--- src/rtl/vwb_pkg.sv ---
package vwb_pkg;

  typedef enum logic [2:0] {
    LS_I = 3'd0,
    LS_S = 3'd1,
    LS_E = 3'd2,
    LS_O = 3'd3,
    LS_M = 3'd4
  } line_st_e;

  // Final stable state once writeback data arrives.
  function automatic line_st_e resolve_state(line_st_e prior, logic v_dirty,
                                             logic v_shared, logic d_shared);
    line_st_e r;
    case (prior)
      LS_I, LS_E: begin
        if (v_dirty) r = (v_shared || d_shared) ? LS_O : LS_M;
        else         r = (v_shared || d_shared) ? LS_S : LS_E;
      end
      LS_S:    r = v_dirty ? LS_O : LS_S;
      LS_O:    r = LS_O;
      default: r = d_shared ? LS_O : LS_M;
    endcase
    return r;
  endfunction

endpackage

--- src/rtl/vwb_trk_table.sv ---
module vwb_trk_table
  import vwb_pkg::*;
#(
  parameter int TRK    = 4,
  parameter int LINE_W = 3,
  parameter int SRC_W  = 3,
  localparam int TRK_W = (TRK > 1) ? $clog2(TRK) : 1
) (
  input  logic              clk,
  input  logic              rst_n,
  input  logic              alloc_en,
  input  logic [LINE_W-1:0] alloc_line,
  input  logic [SRC_W-1:0]  alloc_src,
  input  line_st_e          alloc_prior,
  input  logic              alloc_dirty,
  input  logic              alloc_shared,
  input  logic              free_en,
  input  logic [TRK_W-1:0]  free_idx,
  input  logic [LINE_W-1:0] qa_line,
  output logic              qa_hit,
  output logic [TRK_W-1:0]  qa_idx,
  output logic [SRC_W-1:0]  qa_src,
  input  logic [LINE_W-1:0] qb_line,
  output logic              qb_hit,
  output logic [TRK_W-1:0]  qb_idx,
  output line_st_e          qb_prior,
  output logic              qb_dirty,
  output logic              qb_shared,
  input  logic [LINE_W-1:0] qc_line,
  output logic              qc_hit,
  output logic              full
);

  logic              v_q    [TRK];
  logic [LINE_W-1:0] line_q [TRK];
  logic [SRC_W-1:0]  src_q  [TRK];
  line_st_e          pri_q  [TRK];
  logic              vd_q   [TRK];
  logic              vs_q   [TRK];

  logic              any_free;
  logic [TRK_W-1:0]  free_slot;

  always_comb begin
    any_free  = 1'b0;
    free_slot = '0;
    for (int i = 0; i < TRK; i++) begin
      if (!v_q[i] && !any_free) begin
        any_free  = 1'b1;
        free_slot = TRK_W'(i);
      end
    end
  end
  assign full = !any_free;

  always_comb begin
    qa_hit = 1'b0; qa_idx = '0;
    qb_hit = 1'b0; qb_idx = '0;
    qc_hit = 1'b0;
    for (int i = 0; i < TRK; i++) begin
      if (v_q[i] && line_q[i] == qa_line) begin qa_hit = 1'b1; qa_idx = TRK_W'(i); end
      if (v_q[i] && line_q[i] == qb_line) begin qb_hit = 1'b1; qb_idx = TRK_W'(i); end
      if (v_q[i] && line_q[i] == qc_line) qc_hit = 1'b1;
    end
  end

  assign qa_src    = src_q[qa_idx];
  assign qb_prior  = pri_q[qb_idx];
  assign qb_dirty  = vd_q[qb_idx];
  assign qb_shared = vs_q[qb_idx];

  for (genvar g = 0; g < TRK; g++) begin : g_ent
    always_ff @(posedge clk) begin
      if (!rst_n) begin
        v_q[g]    <= 1'b0;
        line_q[g] <= '0;
        src_q[g]  <= '0;
        pri_q[g]  <= LS_I;
        vd_q[g]   <= 1'b0;
        vs_q[g]   <= 1'b0;
      end else if (alloc_en && any_free && free_slot == TRK_W'(g)) begin
        v_q[g]    <= 1'b1;
        line_q[g] <= alloc_line;
        src_q[g]  <= alloc_src;
        pri_q[g]  <= alloc_prior;
        vd_q[g]   <= alloc_dirty;
        vs_q[g]   <= alloc_shared;
      end else if (free_en && free_idx == TRK_W'(g)) begin
        v_q[g]    <= 1'b0;
      end
    end
  end

endmodule

--- src/rtl/vwb_line_store.sv ---
module vwb_line_store
  import vwb_pkg::*;
#(
  parameter int LINES  = 8,
  parameter int DATA_W = 16,
  localparam int LINE_W = (LINES > 1) ? $clog2(LINES) : 1
) (
  input  logic              clk,
  input  logic              rst_n,
  input  logic              wr_en,
  input  logic [LINE_W-1:0] wr_line,
  input  line_st_e          wr_state,
  input  logic [DATA_W-1:0] wr_data,
  input  logic              wr_set_dirty,
  input  logic [LINE_W-1:0] a_line,
  output line_st_e          a_state,
  input  logic [LINE_W-1:0] b_line,
  output line_st_e          b_state,
  output logic              b_dirty,
  output logic [DATA_W-1:0] b_data
);

  line_st_e          st_q    [LINES];
  logic              dirty_q [LINES];
  logic [DATA_W-1:0] data_q  [LINES];

  for (genvar g = 0; g < LINES; g++) begin : g_line
    always_ff @(posedge clk) begin
      if (!rst_n) begin
        st_q[g]    <= LS_I;
        dirty_q[g] <= 1'b0;
        data_q[g]  <= '0;
      end else if (wr_en && wr_line == LINE_W'(g)) begin
        st_q[g]   <= wr_state;
        data_q[g] <= wr_data;
        if (wr_set_dirty) dirty_q[g] <= 1'b1;
      end
    end
  end

  assign a_state = st_q[a_line];
  assign b_state = st_q[b_line];
  assign b_dirty = dirty_q[b_line];
  assign b_data  = data_q[b_line];

endmodule

--- src/rtl/vwb_accept_ctrl.sv ---
module vwb_accept_ctrl
  import vwb_pkg::*;
#(
  parameter int LINES  = 8,
  parameter int DATA_W = 16,
  parameter int SRC_W  = 3,
  parameter int TRK    = 4,
  localparam int LINE_W = (LINES > 1) ? $clog2(LINES) : 1,
  localparam int TRK_W  = (TRK > 1) ? $clog2(TRK) : 1
) (
  input  logic              clk,
  input  logic              rst_n,
  input  logic              req_valid,
  output logic              req_ready,
  input  logic              req_cancel,
  input  logic              req_dirty,
  input  logic              req_shared,
  input  logic [SRC_W-1:0]  req_src,
  input  logic [LINE_W-1:0] req_line,
  output logic              ack_valid,
  output logic [SRC_W-1:0]  ack_src,
  output logic [LINE_W-1:0] ack_line,
  input  logic              dat_valid,
  output logic              dat_ready,
  input  logic [LINE_W-1:0] dat_line,
  input  logic              dat_shared,
  input  logic              dat_dirty,
  input  logic [DATA_W-1:0] dat_payload,
  output logic              unb_valid,
  output logic [LINE_W-1:0] unb_line,
  output logic              mru_valid,
  output logic [LINE_W-1:0] mru_line,
  input  logic [LINE_W-1:0] look_line,
  output logic [2:0]        look_state,
  output logic              look_dirty,
  output logic [DATA_W-1:0] look_data,
  output logic              look_busy
);

  logic             ra_hit, rb_hit, trk_full;
  logic [TRK_W-1:0] ra_idx, rb_idx;
  logic [SRC_W-1:0] ra_src;
  line_st_e         rb_prior, req_prior, look_st;
  logic             rb_vd, rb_vs;
  logic             dat_fire, vic_fire, cnl_fire, cnl_ok, vic_ok;

  assign dat_ready = rb_hit;
  assign dat_fire  = dat_valid && dat_ready;

  assign vic_ok   = !req_cancel && !ra_hit && !trk_full;
  assign cnl_ok   = req_cancel && ra_hit && (ra_src == req_src) && !dat_fire;
  assign req_ready = vic_ok || cnl_ok;
  assign vic_fire = req_valid && vic_ok;
  assign cnl_fire = req_valid && cnl_ok;

  vwb_trk_table #(.TRK(TRK), .LINE_W(LINE_W), .SRC_W(SRC_W)) trk_i (
    .clk          (clk),
    .rst_n        (rst_n),
    .alloc_en     (vic_fire),
    .alloc_line   (req_line),
    .alloc_src    (req_src),
    .alloc_prior  (req_prior),
    .alloc_dirty  (req_dirty),
    .alloc_shared (req_shared),
    .free_en      (dat_fire || cnl_fire),
    .free_idx     (dat_fire ? rb_idx : ra_idx),
    .qa_line      (req_line),
    .qa_hit       (ra_hit),
    .qa_idx       (ra_idx),
    .qa_src       (ra_src),
    .qb_line      (dat_line),
    .qb_hit       (rb_hit),
    .qb_idx       (rb_idx),
    .qb_prior     (rb_prior),
    .qb_dirty     (rb_vd),
    .qb_shared    (rb_vs),
    .qc_line      (look_line),
    .qc_hit       (look_busy),
    .full         (trk_full)
  );

  vwb_line_store #(.LINES(LINES), .DATA_W(DATA_W)) store_i (
    .clk          (clk),
    .rst_n        (rst_n),
    .wr_en        (dat_fire),
    .wr_line      (dat_line),
    .wr_state     (resolve_state(rb_prior, rb_vd, rb_vs, dat_shared)),
    .wr_data      (dat_payload),
    .wr_set_dirty (dat_dirty),
    .a_line       (req_line),
    .a_state      (req_prior),
    .b_line       (look_line),
    .b_state      (look_st),
    .b_dirty      (look_dirty),
    .b_data       (look_data)
  );

  assign look_state = look_st;

  always_ff @(posedge clk) begin
    if (!rst_n) begin
      ack_valid <= 1'b0;
      ack_src   <= '0;
      ack_line  <= '0;
      unb_valid <= 1'b0;
      unb_line  <= '0;
      mru_valid <= 1'b0;
      mru_line  <= '0;
    end else begin
      ack_valid <= vic_fire;
      if (vic_fire) begin
        ack_src  <= req_src;
        ack_line <= req_line;
      end
      unb_valid <= dat_fire || cnl_fire;
      if (dat_fire)      unb_line <= dat_line;
      else if (cnl_fire) unb_line <= req_line;
      mru_valid <= dat_fire && (rb_prior != LS_I);
      if (dat_fire) mru_line <= dat_line;
    end
  end

endmodule

--- config.mk ---
export PLATFORM = sky130hd
export DESIGN_NAME = vwb_accept_ctrl
export DESIGN_NICKNAME = d
export VERILOG_FILES = /design/src/rtl/vwb_pkg.sv /design/src/rtl/vwb_trk_table.sv /design/src/rtl/vwb_line_store.sv /design/src/rtl/vwb_accept_ctrl.sv
export SDC_FILE = /design/constraint.sdc
export NUM_CORES = 1
export LEC_CHECK = 0
export ABC_AREA = 1
export CORE_ASPECT_RATIO = 0.9
export CORE_MARGIN = 2
export CORE_UTILIZATION = 50
export CTS_CLUSTER_DIAMETER = 60
export DETAILED_ROUTE_END_ITERATION = 10
export PLACE_DENSITY = 0.8
export RECOVER_POWER = 25
export SYNTH_ARGS = -nofsm -noshare
export SYNTH_HDL_FRONTEND = slang
export SYNTH_SLANG_ARGS = --single-unit
export TNS_END_PERCENT = 1
--- constraint.sdc ---
create_clock -name clk -period 4.9 [get_ports clk]
set_clock_uncertainty 0.05 [all_clocks]
set_input_delay 0.98 -clock clk [delete_from_list [all_inputs] [get_ports clk]]
set_output_delay 0.98 -clock clk [all_outputs]
set_load 0.02 [all_outputs]
# After elaboration in Yosys (flattened, before gate mapping)
# Memories as Yosys holds them, arrays and structs flattened.
# Index checks and enable logic that the tools add are counted.
[word_totals]
ff_bits = 15
mem_bits_rw = 208
in_bits = 37
out_inout_bits = 38
elab_cells = 320
n_memories = 9
[classes]
n_eq_ne = 29
muxes = 164
bitwise = 52
n_reduce_logical = 59
[memory_table]
columns = ["memory", "depth", "width", "read_ports", "rd_ports_with_merged_regs", "write_ports", "line", "text"]
rows = [
  ["store_i.data_q", 8, 16, 1, 0, 8, "vwb_line_store.sv:25", "logic [DATA_W-1:0] data_q [LINES];"],
  ["store_i.st_q", 8, 3, 2, 0, 8, "vwb_line_store.sv:23", "line_st_e st_q [LINES];"],
  ["trk_i.line_q", 4, 3, 4, 0, 4, "vwb_trk_table.sv:35", "logic [LINE_W-1:0] line_q [TRK];"],
  ["trk_i.pri_q", 4, 3, 1, 0, 4, "vwb_trk_table.sv:37", "line_st_e pri_q [TRK];"],
  ["trk_i.src_q", 4, 3, 1, 0, 4, "vwb_trk_table.sv:36", "logic [SRC_W-1:0] src_q [TRK];"],
  ["store_i.dirty_q", 8, 1, 1, 0, 8, "vwb_line_store.sv:24", "logic dirty_q [LINES];"],
  ["3 more memories", "--", "--", "--", "--", "--", "--", ""],
]
[ops]
columns = ["op", "n"]
rows = [
  ["16-bit 2-to-1 mux", 8],
  ["1-bit 2-to-1 mux", 121],
  ["3-bit 2-to-1 mux", 25],
  ["1-bit OR", 52],
  ["1-bit logical AND", 41],
  ["3-bit == test", 13],
  ["2-bit 2-to-1 mux", 9],
  ["3-bit by 2-bit == test with 1-bit output (second input constant)", 4],
  ["3-bit == test (second input constant)", 4],
  ["3-bit case mux with 3 select lines", 1],
  ["2-bit == test (second input constant)", 4],
  ["1-bit zero test", 8],
  ["3-bit by 1-bit == test with 1-bit output (second input constant)", 2],
  ["3-bit zero test", 2],
  ["2-bit by 1-bit == test with 1-bit output (second input constant)", 2],
  ["2-bit zero test", 2],
  ["1-bit logical OR", 3],
  ["3-bit nonzero test", 1],
  ["2-bit nonzero test", 1],
  ["2-bit OR reduction", 1],
]

# Depth between registers and ports, before layout
# An unclocked memory read counts as a cell.
[logic_depth]
depth_word = 19
depth_mapped = 19
ltp_nobuf = 19

# By module
# Synthesis repeated with hierarchy kept, for this count alone.
[hier_totals]
cells_unflattened = 1487
hier_area_um2 = 11913.9
[modules_own_cells]
columns = ["mod", "n_inst", "cells_per_inst", "area_each_um2", "seq_area_each_um2"]
rows = [
  ["vwb_line_store", 1, 992, 8224.1, 4794.6],
  ["vwb_trk_table", 1, 385, 2926.6, 1411.4],
  ["vwb_accept_ctrl", 1, 110, 763.2, 300.3],
]

# Least setup slack after synthesis
# OpenSTA, ideal clock, no wires.
[synth_path]
path_kind = "input -> register"
startpoint = "input dat_line[2]"
endpoint = "memory store_i.data_q[4][0], enable pin"
setup_ps = 421
arrival_time_ps = 3413
required_time_ps = 4429
slack_ps = 1016
cell_stages = 11
n_path_buf = 1
cell_sequence = "buf_6 -> xor2_1 -> nor2_1 -> nand2_2 -> nand2_4 -> nor2_2 -> nor2_4 -> inv_2 -> nor2_2 -> inv_2 -> o21ai_0"
[synth_lines]
columns = ["item", "line", "text"]
rows = [
  ["start, declared", "vwb_accept_ctrl.sv:25", "input logic [LINE_W-1:0] dat_line,"],
  ["end, declared", "vwb_line_store.sv:25", ""],
]

# Final worst setup path
[layout_path]
startpoint = "input dat_line[0]"
endpoint = "output req_ready"
[layout_between]
elab_chain_len = 10
word_cells_on_any_way = 16
cone_classes = "eq/ne (4); mux (4); reduce/logical (8)"
[layout_lines]
columns = ["item", "line", "text"]
rows = [
  ["3-bit == test", "vwb_trk_table.sv:62", "if (v_q[i] && line_q[i] == qb_line) begin qb_hit = 1'b1; qb_idx = TRK_W'(i); end"],
  ["1-bit logical AND", "vwb_trk_table.sv:62", ""],
  ["1-bit 2-to-1 mux (3 in a row)", "vwb_trk_table.sv:62", ""],
  ["1-bit 2-to-1 mux *", "vwb_trk_table.sv:62", ""],
  ["1-bit logical AND *", "vwb_accept_ctrl.sv:48", "assign dat_fire = dat_valid && dat_ready;"],
  ["1-bit zero test *", "vwb_accept_ctrl.sv:51", "assign cnl_ok = req_cancel && ra_hit && (ra_src == req_src) && !dat_fire;"],
  ["1-bit logical AND *", "vwb_accept_ctrl.sv:51", ""],
  ["1-bit logical OR *", "vwb_accept_ctrl.sv:52", "assign req_ready = vic_ok || cnl_ok;"],
  ["end, declared", "vwb_accept_ctrl.sv:14", "output logic req_ready,"],
]
# Every way passes the cells marked *; elsewhere a longest branch is shown, timed or not.

==> metrics.txt <==
status finished clean; busiest grt layer met2; Synth top area share between 50% and 60%; M3 GR Usage 3.61%; Post-CTS Setup Bufs 0; DRT Wirelength 28800 um; max-cap violations 0; PortBufs 74; setup_tns 0 ns; Tcrit/Tclk final 95.4%; chip height 144 um; wire per inst 18.5 um; Initial Util about half; CTS sink count 223; met2 Track Usage GR 39.2%; Synth cell types 38; root buf cell clkbuf_16; Worst-Skew Late Latency 0.53 ns; number of hold buffers added after cts 0; CTS tree yes; 1st-iter DRT viols about 1100; xor/xnor cell area share of the yosys netlist 0.641%; main area contributors after synthesis edfxtp_1, nor2_1, o21ai_0; Max clock buf depth 3; filler instances 1838; largest family of logic cells by synthesized area simple AND/OR/NAND/NOR gates; WP data arrival 3.65 ns; CTS H-Tree Depth 1; Hold WS around 0.42 ns; initial antenna violation count 0; Synth Area per Inst a little over 9 um2; DR vias/cell 5.59; CORE AREA 0.0216 mm2; Power Density 347 mW/mm2; number of global-route vias before repair around 8200; DP HPWL 17900 um; TritonRoute pass-1 iters 5; pre-CTS setup slack ~0.34 ns; met1 GRT Util 35.2%; sequential cell area between 0.006 and 0.007 mm2; Primary FF master, synth edfxtp_1; clk slew on worst S/H paths 0.06 ns; Post-Syn Nets 1221; register area share after synthesis 59.5%; area of the multi-input gates 0.00358 mm2; Nets roughly 1300; adder-cell share of the synthesized area less than 1%; Leakage approximately 5.0 nW; first-pass GRT wire length around 44000 um; worst path required time slightly below 4 ns; largest net degree at the start of global routing 84; RSZ-0062 raised after global routing false; compound-cell area share of the yosys netlist 11.4%; crit-path max FO 8; DRC 0; gr ovfl total 0; Layout area overhead 14.7%; # rows 51; crit path kind input port to output port; Post-synth EDFFs slightly above 200; placer congestion estimate 0.962; highest clock rate 0.214 GHz; Yosys warning total 0; Post-Syn Instances 1183; maximum VDD drop 259 uV; Die ar. ~0.023 mm2; Worst Tran Pin Value 1.25 ns; routed via count 8695; Hold Path Class flop to flop; ratio of cells with drive above 1 in the final layout approximately 8%; ANT cells 0; synthesized area 0.0109 mm2; Total GRT Usage 24.7%; post-synthesis simple-gate area fraction 21.0%; CP endpoint kind output port; die width roughly 160 um; worst setup margin 0.223 ns; Worst Setup Start Kind input port; Slew Limit Fails 0; fraction of registers with async set/reset 0%; top cell type by total area after synthesis edfxtp_1; Final Core Density 58.1%; CTS buffer count 23; mux contribution to synthesized area 0%; Tot Pwr ~4.4 mW; FF+latch count, synth roughly 220; antenna viol nets, final 0; io pins between 70 and 80; Final Setup Violations 0; Slew headroom approximately 16%; Fin. Hold Viols 0; Post-CTS Resized 0; Final min period 4.68 ns
-- per-layer routing --
layer | part of all wire (%) | wire length, um | up-vias
met5 | 0 | 0 | -
met4 | 2.4 | 686 | 0
met3 | 10 | 2940 | 62
met2 | 46 | 13200 | 474
met1 | 42 | 12000 | 4091
li1 | - | - | 4068
-- path summary, 6_finish.rpt --
kind	depth (start not counted)	to	slack (ns)	from
hold / removal	2	mru_line[0]	0.42	mru_line[0]
hold reg to reg	2	mru_line[0]	0.42	mru_line[0]
setup reg to reg	15	store_i.st_q[6][2]	1.19	trk_i.line_q[2][0]
setup / recovery	14	req_ready	0.22	dat_line[0]
-- cells in the final DEF, fill, tap and decap left out, types with 19 or more instances in the layout --
master,n
a31oi_1,20
nand2_1,116
nor2_1,383
clkdlybuf4s50_1,57
buf_4,25
o22ai_1,20
edfxtp_1,204
inv_1,88
dfxtp_1,19
a21oi_1,31
o21ai_0,137
clkbuf_16,23
-- report_power, final --
group	switching [mW]	total, mW	internal (mW)
logic	0.338	0.509	0.171
clock network	0.729	1.66	0.930
registers	0.0328	2.19	2.15
total	1.10	4.35	3.25
-- cells by family (layout without fill, tap and decap cells) --
kind of cell	count (synthesis)	after routing
simple gates	554	554
compound gates	227	227
buf+inv	170	251
xor+xnor	8	8
flops	223	223
fa+ha+maj	1	1
-- area by class of cell --
type | instances | share of cell area (%)
clock buffer | 32 | 4.86
clock inverter | 10 | 0.708
inverter | 104 | 3.16
multi-input combinational | 790 | 28.5
sequential | 223 | 51.9
tap | 291 | 2.90
timing repair buffer | 105 | 7.93
-- cells in the mapped netlist (8+ instances only) --
library cell,n
nor2_1,373
edfxtp_1,204
o21ai_0,137
nand2_1,114
inv_1,84
clkbuf_1,35
a21oi_1,31
a31oi_1,20
o22ai_1,20
dfxtp_1,19
nor2_2,19
buf_6,18
nand3_1,15
inv_2,13
nand2_2,8
-- state kept, by name, indices dropped and copies added, names as in the netlist, 3 cells and up --
name and flops:
ack_line 3, ack_src 3, mru_line 3, store_i.data_q 128, store_i.dirty_q 8, store_i.st_q 24
trk_i.line_q 12, trk_i.pri_q 12, trk_i.src_q 12, trk_i.v_q 4, trk_i.vd_q 4, trk_i.vs_q 4
unb_line 3
-- worst max-delay path, cell delays in order --
cell and delay, ns:
dlygate4sd3_1 0.67, inv_4 0.13, nand2_1 0.06, nand3_1 0.07, nor2_1 0.04, nand2_1 0.24, nand2_4 0.13, nor2_2 0.21
nor2_4 0.09, nor2_1 0.09, nand2_1 0.07, nor2_2 0.12, a22o_1 0.14, clkdlybuf4s50_1 0.60
-- stage by stage --
stage	cell area, um2	cells
finish	12500	1555
global route	12500	1555
CTS	12600	1555
detailed placement	11900	1513
global placement	11900	1513
floorplan	10900	1183
Note: power is estimated with default switching activity, not from simulation.
